==> src/rtl/irq_steer_pkg.sv <==
package irq_steer_pkg;
  typedef enum logic [1:0] {
    ST_IDLE = 2'd0,
    ST_REQ  = 2'd1,
    ST_WAIT = 2'd2
  } xfer_state_e;
endpackage

==> src/rtl/irq_steer_prio_arb.sv <==
// Fixed-priority picker: lowest index wins.
module irq_steer_prio_arb #(
  parameter int NUM_SRC = 8,
  localparam int SRC_W = (NUM_SRC > 1) ? $clog2(NUM_SRC) : 1
) (
  input  logic [NUM_SRC-1:0] req,
  output logic               any,
  output logic [SRC_W-1:0]   idx
);
  always_comb begin
    idx = '0;
    for (int i = NUM_SRC - 1; i >= 0; i--) begin
      if (req[i]) idx = SRC_W'(i);
    end
  end
  assign any = |req;
endmodule

==> src/rtl/irq_steer_enable_bank.sv <==
// Per-source transfer-enable bits; hardware clear beats software write.
module irq_steer_enable_bank #(
  parameter int NUM_SRC = 8
) (
  input  logic               clk,
  input  logic               rst,
  input  logic               we,
  input  logic [NUM_SRC-1:0] wdata,
  input  logic [NUM_SRC-1:0] hw_clr,
  output logic [NUM_SRC-1:0] en
);
  for (genvar i = 0; i < NUM_SRC; i++) begin : g_bit
    logic bit_q;
    always_ff @(posedge clk) begin
      if (rst)            bit_q <= 1'b0;
      else if (hw_clr[i]) bit_q <= 1'b0;
      else if (we)        bit_q <= wdata[i];
    end
    assign en[i] = bit_q;
  end
endmodule

==> src/rtl/irq_steer_pend.sv <==
// CPU-side pending state and registered masked interrupt lines.
module irq_steer_pend #(
  parameter int NUM_SRC = 8
) (
  input  logic               clk,
  input  logic               rst,
  input  logic [NUM_SRC-1:0] flag,
  input  logic [NUM_SRC-1:0] en,
  input  logic [NUM_SRC-1:0] busy,
  input  logic [NUM_SRC-1:0] chain,
  input  logic [NUM_SRC-1:0] mask,
  output logic [NUM_SRC-1:0] irq
);
  for (genvar i = 0; i < NUM_SRC; i++) begin : g_src
    logic pend_q;
    logic irq_q;
    logic to_cpu;
    assign to_cpu = (!en[i] && !busy[i]) || chain[i];
    always_ff @(posedge clk) begin
      if (rst) begin
        pend_q <= 1'b0;
        irq_q  <= 1'b0;
      end else begin
        pend_q <= flag[i] && (pend_q || to_cpu);
        irq_q  <= pend_q && mask[i];
      end
    end
    assign irq[i] = irq_q;
  end
endmodule

==> src/rtl/irq_xfer_steer.sv <==
module irq_xfer_steer #(
  parameter int NUM_SRC = 8,
  localparam int SRC_W = (NUM_SRC > 1) ? $clog2(NUM_SRC) : 1
) (
  input  logic               clk,
  input  logic               rst,
  input  logic               reg_we,
  input  logic [NUM_SRC-1:0] reg_wdata,
  output logic [NUM_SRC-1:0] reg_rdata,
  input  logic [NUM_SRC-1:0] src_flag,
  output logic [NUM_SRC-1:0] src_clr,
  input  logic [NUM_SRC-1:0] irq_mask,
  output logic [NUM_SRC-1:0] irq_out,
  output logic               xfer_req,
  output logic [SRC_W-1:0]   xfer_src,
  input  logic               xfer_ack,
  input  logic               xfer_done,
  input  logic               xfer_done_irq,
  input  logic               xfer_done_zero
);
  import irq_steer_pkg::*;

  localparam logic [NUM_SRC-1:0] ONE_HOT_0 = NUM_SRC'(1);

  xfer_state_e        state_q;
  logic [SRC_W-1:0]   gnt_q;
  logic [NUM_SRC-1:0] clr_q;
  logic [NUM_SRC-1:0] en_drop_q;
  logic [NUM_SRC-1:0] en;
  logic [NUM_SRC-1:0] cand;
  logic [NUM_SRC-1:0] busy;
  logic               cand_any;
  logic [SRC_W-1:0]   cand_idx;

  // Sources with a post-done pulse in flight are held out of arbitration.
  assign cand = src_flag & en & ~clr_q & ~en_drop_q;

  for (genvar i = 0; i < NUM_SRC; i++) begin : g_busy
    assign busy[i] = (state_q != ST_IDLE) && (gnt_q == SRC_W'(i));
  end

  irq_steer_prio_arb #(.NUM_SRC(NUM_SRC)) u_arb (
    .req (cand),
    .any (cand_any),
    .idx (cand_idx)
  );

  irq_steer_enable_bank #(.NUM_SRC(NUM_SRC)) u_en (
    .clk    (clk),
    .rst    (rst),
    .we     (reg_we),
    .wdata  (reg_wdata),
    .hw_clr (en_drop_q),
    .en     (en)
  );

  irq_steer_pend #(.NUM_SRC(NUM_SRC)) u_pend (
    .clk   (clk),
    .rst   (rst),
    .flag  (src_flag),
    .en    (en),
    .busy  (busy),
    .chain (en_drop_q),
    .mask  (irq_mask),
    .irq   (irq_out)
  );

  always_ff @(posedge clk) begin
    if (rst) begin
      state_q   <= ST_IDLE;
      gnt_q     <= '0;
      xfer_req  <= 1'b0;
      clr_q     <= '0;
      en_drop_q <= '0;
    end else begin
      clr_q     <= '0;
      en_drop_q <= '0;
      unique case (state_q)
        ST_IDLE: begin
          if (cand_any) begin
            gnt_q    <= cand_idx;
            xfer_req <= 1'b1;
            state_q  <= ST_REQ;
          end
        end
        ST_REQ: begin
          if (xfer_ack) begin
            xfer_req <= 1'b0;
            state_q  <= ST_WAIT;
          end
        end
        ST_WAIT: begin
          if (xfer_done) begin
            state_q <= ST_IDLE;
            if (xfer_done_irq || xfer_done_zero)
              en_drop_q <= ONE_HOT_0 << gnt_q;
            else
              clr_q <= ONE_HOT_0 << gnt_q;
          end
        end
        default: state_q <= ST_IDLE;
      endcase
    end
  end

  assign src_clr   = clr_q;
  assign xfer_src  = gnt_q;
  assign reg_rdata = en;
endmodule

==> config.mk <==
export PLATFORM = sky130hd
export DESIGN_NAME = irq_xfer_steer
export DESIGN_NICKNAME = d
export VERILOG_FILES = /design/src/rtl/irq_steer_pkg.sv /design/src/rtl/irq_steer_prio_arb.sv /design/src/rtl/irq_steer_enable_bank.sv /design/src/rtl/irq_steer_pend.sv /design/src/rtl/irq_xfer_steer.sv
export SDC_FILE = /design/constraint.sdc
export NUM_CORES = 1
export LEC_CHECK = 0
export ABC_CLOCK_PERIOD_IN_PS = 3300
export BUFFER_PORTS_ARGS = -buffer_cell sky130_fd_sc_hd__buf_4
export CELL_PAD_IN_SITES_DETAIL_PLACEMENT = 1
export CELL_PAD_IN_SITES_GLOBAL_PLACEMENT = 1
export CORE_ASPECT_RATIO = 1.25
export CORE_MARGIN = 2
export CORE_UTILIZATION = 40
export CTS_CLUSTER_DIAMETER = 50
export CTS_CLUSTER_SIZE = 12
export DETAILED_ROUTE_END_ITERATION = 7
export GPL_TIMING_DRIVEN = 0
export PLACE_DENSITY_LB_ADDON = 0.1
export REMOVE_ABC_BUFFERS = 1
export SYNTH_ARGS = -nofsm -noshare
export SYNTH_HDL_FRONTEND = slang
export SYNTH_SLANG_ARGS = --single-unit
==> constraint.sdc <==
create_clock -name clk -period 3.3 [get_ports clk]
set_input_delay 0 -clock clk [delete_from_list [all_inputs] [get_ports clk]]
set_output_delay 0 -clock clk [all_outputs]
set_load 0.01 [all_outputs]
==> results.txt, run 1 <==
critical path type: reg -> reg
Final Instance Count excl. Fillers: 304
Die Area: 5279 um^2
Seq cells post-synth: 46
Root Buffer: clkbuf_8
Synth area leaders: dfxtp_1 49%, buf_4 6.4%, mux2i_1 4.8%
vias per cell: 5.365
sequential share of the synthesized area: 0.4887
Antenna diodes: 0
Avg Cell Area, Syn: 10.19 um^2
CTS max path bufs: 2
postcts setup bufs: 0
Pre-antenna DRT Iters: 4
Req. time, crit path: 3.48 ns
Final Hold Viols: 0
P&R area growth vs syn: 32.87%
gr usage total: 0.2102
post-synth top area share: 0.4887
Max Slew Vio Count: 0
CP arrival: 1.76 ns
initial antenna violation count: 0
CP Cell Sequence: or2_1 > a31oi_1 > o311a_2
GPL Wtd Cong: 0.7667
HPWL Detailed: 3.447 mm
Final period util: 0.4790
H-Tree Depth: 2
Placeable Area: 4459 um^2
minimum clock period: 1.581 ns
CTS tree: built
status: completed
largest net degree at the start of global routing: 19
Primary FF master, synth: dfxtp_1
CTS Buf Count: 5
Starting Density: 0.4226
drt initial violations: 44
vias post-DR: 1631
Critical-path top delay cell: or2_1
setup TNS: 0 ns
Skew-Pair Late Insertion Delay: 0.29 ns
cell with the most instances after synthesis: dfxtp_1
EDFF count, synth: 0
Die X: 65.39 um
post-route cell area: 2504 um^2
post_cts resized: 0
Fin Hold WS: 0.001991 ns
Die Ht: 80.74 um
Worst Hold Class: in -> reg
synth warn: 0
antenna-violating nets left: 0
Post-Route WL: 5.023 mm
Placed Cells: 278
layout filler cell count: 500
RSZ-0062 raised after global routing: false
Max Fclk: 632.6 MHz
total power: 1.110 mW
Peak VDD IR: 0.2322 mV
IO Port Bufs: 58
Mapped Cells: 185
pre-CTS setup slack: 1.754 ns
aggregate global routing overflow: 0
Least-Margin Pin Slew: 0.7258 ns
PD cells: 443.4 nW/um^2
top post-synthesis cells by count: 46 x dfxtp_1, 24 x nor2_1, 16 x buf_4
global-route wire length before repair: 8.335 mm
reg-to-reg slack, setup: 1.72 ns
CP max stage delay: 0.48 ns
Placed Area: 2237 um^2
Syn Std Cell Area: 1884 um^2
Final WS setup: 1.719 ns
wire per inst: 16.52 um
ratio of cells with drive above 1 in the final layout: 0.2967
FP Rows: 27
LEAKAGE: 1.093 nW
hold_buf cts: 19
clk slew on worst S/H paths: 0.08 ns
Max FO, Critical Path: 13
max-cap violations: 0
worst slew margin relative to its limit: 0.5129
Max Clock Skew: 0.005088 ns
num ports: 59
area leader, netlist: dfxtp_1
clk sinks: 46
Unique masters post-synth: 38
vias in the first global route: 1685
crit path launch type: flip-flop
Final Setup Violations: 0
Crit. End Element: flip-flop
Final #Nets: 277
Layout Utilization: 0.5614
asr flop ratio synth: 0
drt drc: 0
## state kept, by name, indices dropped and copies added (netlist names)
name and count:
en_drop_q 8, src_clr 8, u_en.g_bit.bit_q 8, u_pend.g_src.irq_q 8, u_pend.g_src.pend_q 8, xfer_src 3
state_q 2, xfer_req 1
## worst paths after layout
path,depth (start not counted),startpoint,end
setup / recovery,3,state_q[1],u_pend.g_src[4].pend_q
hold / removal,3,reg_wdata[7],u_en.g_bit[7].bit_q
setup reg to reg,3,state_q[1],u_pend.g_src[4].pend_q
hold reg to reg,1,en_drop_q[5],u_en.g_bit[5].bit_q
## power breakdown
part           leakage, nW  switching, mW  total [mW]  internal (mW)
clock               0.0383          0.174       0.320          0.146
combinational        0.679         0.0824       0.181         0.0988
sequential           0.376         0.0305       0.609          0.579
## critical path, delay by kind of cell, from the launching register on
| family | cells | cell delay [ns] |
|---|---|---|
| AOI/OAI and AO/OA | 2 | 0.56 |
| and+or+nand+nor | 1 | 0.48 |
| DFF | 1 | 0.42 |
## cells by family (layout without fill, tap and decap cells)
| logic type | count (synthesis) | after routing | synth area share |
|---|---|---|---|
| buffers and inverters | 25 | 86 | 0.08632 |
| AND/OR/NAND/NOR | 76 | 76 | 0.2477 |
| AO/OA/AOI/OAI | 29 | 29 | 0.1295 |
| multiplexers | 9 | 9 | 0.04781 |
| flip-flops | 46 | 46 | 0.4887 |
## layout make-up
| type | instances | area, um^2 | area share |
|---|---|---|---|
| tap | 58 | 72.57 | 0.02899 |
| multi-input combinational | 114 | 800.8 | 0.3198 |
| clock buffer | 7 | 76.32 | 0.03048 |
| inverter | 2 | 7.507 | 0.002999 |
| timing repair buffer | 77 | 625.6 | 0.2499 |
| sequential | 46 | 920.9 | 0.3678 |
## layout by cell type (no fill, tap or decap), types with 5 or more instances in the layout
| cell | instances |
|---|---|
| buf_4 | 58 |
| dfxtp_1 | 46 |
| nor2_1 | 24 |
| dlygate4sd3_1 | 19 |
| nor3_1 | 12 |
| nand2_1 | 10 |
| and3_1 | 9 |
| mux2i_1 | 9 |
| o311a_1 | 7 |
| clkbuf_8 | 5 |
## per-layer routing
layer,vias up,track usage,part of all wire
li1,781,-,-
met1,800,0.2598,0.43
met4,0,0.07500,0.016
met2,44,0.3653,0.51
met5,-,0,0
met3,6,0.03878,0.045
Note: power is estimated with default switching activity, not from simulation.
==> run 2, diff against run 1 <==
- ABC_CLOCK_PERIOD_IN_PS: 3300 -> 1600
- CORE_UTILIZATION: 40 -> 38
- clock period: 3.3 -> 1.6 ns (I/O delays scaled with it)
==> run 2 against run 1 <==
Compared with the run above:
- sequential power is 110% higher
- hold slack better by 0.0073 ns
- sequential cell count stayed put
- non-clock buffer count is 1 higher
- first-iteration DRC count is 59% lower
- sequential share of layout area is 0.42 points lower
- maximum frequency is 3.6% higher
- power is 110% higher
- cell area is 1.1% higher
- clock power is 130% higher
- clock skew is 0.00088 ns higher
==> results.txt, run 2 (synthesis gave the netlist of run 1 again) <==
critical path type: reg -> reg
CTS max path bufs: 2 (unchanged)
Antenna diodes: 0 (unchanged)
Peak VDD IR: 0.7217 mV (+210%)
Least-Margin Pin Slew: 0.7502 ns (+0.02444 ns)
Max Clock Skew: 0.005971 ns (+0.0008836 ns)
Final Instance Count excl. Fillers: 308 (+1.3%)
HPWL Detailed: 3.603 mm (+4.5%)
vias per cell: 5.188 (-3.3%)
Final Setup Violations: 0 (unchanged)
minimum clock period: 1.526 ns (-0.05435 ns)
Max Fclk: 655.1 MHz (+3.6%)
Layout Utilization: 0.5315 (-0.02993)
drt initial violations: 18 (-59%)
CTS tree: built
GPL Wtd Cong: 0.7740 (+0.95%)
Final WS setup: 0.07351 ns (-1.646 ns)
crit path launch type: flip-flop
LEAKAGE: 1.108 nW (+1.3%)
Crit. End Element: flip-flop
CP arrival: 1.71 ns (-0.05 ns)
max-cap violations: 0 (unchanged)
Starting Density: 0.3955 (-0.02708)
layout filler cell count: 553 (+11%)
FP Rows: 28 (+3.7%)
antenna-violating nets left: 0 (unchanged)
gr usage total: 0.1905 (-0.01967)
Skew-Pair Late Insertion Delay: 0.29 ns (about the same)
P&R area growth vs syn: 34.40%
Pre-antenna DRT Iters: 4 (unchanged)
RSZ-0062 raised after global routing: false
Placeable Area: 4765 um^2 (+6.8%)
Post-Route WL: 5.015 mm (-0.16%)
Max Slew Vio Count: 0 (unchanged)
clk slew on worst S/H paths: 0.08 ns (about the same)
Placed Cells: 280 (+0.72%)
Req. time, crit path: 1.79 ns (-1.69 ns)
H-Tree Depth: 2 (unchanged)
IO Port Bufs: 58 (unchanged)
Die X: 66.99 um (+2.4%)
most common cell after layout, fill and taps aside: buf_4
PD cells: 933.6 nW/um^2 (+110%)
Worst Hold Class: in -> reg
ratio of cells with drive above 1 in the final layout: 0.3145 (+0.01777)
drt drc: 0 (unchanged)
Final Hold Viols: 0 (unchanged)
Final period util: 0.9541 (+0.4750)
wire per inst: 16.28 um (-1.5%)
Die Area: 5542 um^2 (+5.0%)
status: completed
Die Ht: 82.73 um (+2.5%)
setup TNS: 0 ns (unchanged)
vias post-DR: 1598 (-2.0%)
most frequent cells in the layout: 59 x buf_4, 46 x dfxtp_1, 24 x nor2_1
CTS Buf Count: 5 (unchanged)
pre-CTS setup slack: 0.07021 ns (-1.683 ns)
num ports: 59 (unchanged)
total power: 2.364 mW (+110%)
initial antenna violation count: 0 (unchanged)
Root Buffer: clkbuf_8
largest net degree at the start of global routing: 19 (unchanged)
aggregate global routing overflow: 0 (unchanged)
global-route wire length before repair: 7.734 mm (-7.2%)
vias in the first global route: 1639 (-2.7%)
Max FO, Critical Path: 6 (-7)
worst slew margin relative to its limit: 0.4965 (-0.01640)
Final #Nets: 278 (+0.36%)
clk sinks: 46 (unchanged)
==> run 2: changes by cell type in the layout (fill, tap and decap cells not counted), sizes merged <==
cell / change
buf: +1
clkinvlp: +1
clkinv: +1
clkbuf: -1
==> run 2: area by class of cell <==
type                            instances  area, um^2  area share
Sequential cell                        46       920.9      0.3636
Multi-Input combinational cell        114       800.8      0.3162
Tap cell                               60       75.07     0.02964
Clock buffer                            6       82.58     0.03261
Inverter                                2       7.507    0.002964
Clock inverter                          2       12.51    0.004941
Timing Repair Buffer                   78       633.1      0.2500
==> run 2: through the flow <==
step                hold WS (ns)  instance area (um^2)
floorplan                0.07238                  1729
global placement          0.2405                  2240
detailed placement        0.2453                  2240
CTS                     0.002667                  2525
global route             0.02255                  2532
finish                  0.009309                  2532
==> run 2: power breakdown <==
group          switching [mW]  internal (mW)  total [mW]
clock network           0.382          0.347       0.729
logic                   0.170          0.208       0.378
registers              0.0635           1.19        1.26
total                   0.615           1.75        2.36
==> run 2: worst paths after layout <==
path	start	end	cells past startpoint	slack, ns
worst max-delay path	en_drop_q[5]	state_q[0]	4	0.07
worst min-delay path	reg_wdata[0]	u_en.g_bit[0].bit_q	3	0.009
worst max register to register	en_drop_q[5]	state_q[0]	4	0.07
worst min register to register	en_drop_q[0]	u_en.g_bit[0].bit_q	1	0.46
==> run 2: worst max-delay path, stage by stage (launching register included) <==
cell      delay, ns
dfxtp_1        0.37
and4bb_4       0.27
nor4bb_4       0.46
nand2_1        0.11
o211a_1        0.21
==> run 2: timing repair <==
item,4_1_cts,5_1_grt
hold endpoints to repair,19,0
hold buffers,19,0
resized for setup,0,1
buffers inserted,0,1
setup endpoints to repair,0,5
==> run 2: metal layers <==
| metal | vias to the layer above | GRT usage | routed length, um |
|---|---|---|---|
| met5 | - | 0 | 0 |
| met4 | 0 | 0.04898 | 23 |
| met3 | 2 | 0.03659 | 211 |
| met2 | 37 | 0.3650 | 2697 |
| met1 | 781 | 0.2131 | 2083 |
| li1 | 778 | - | - |
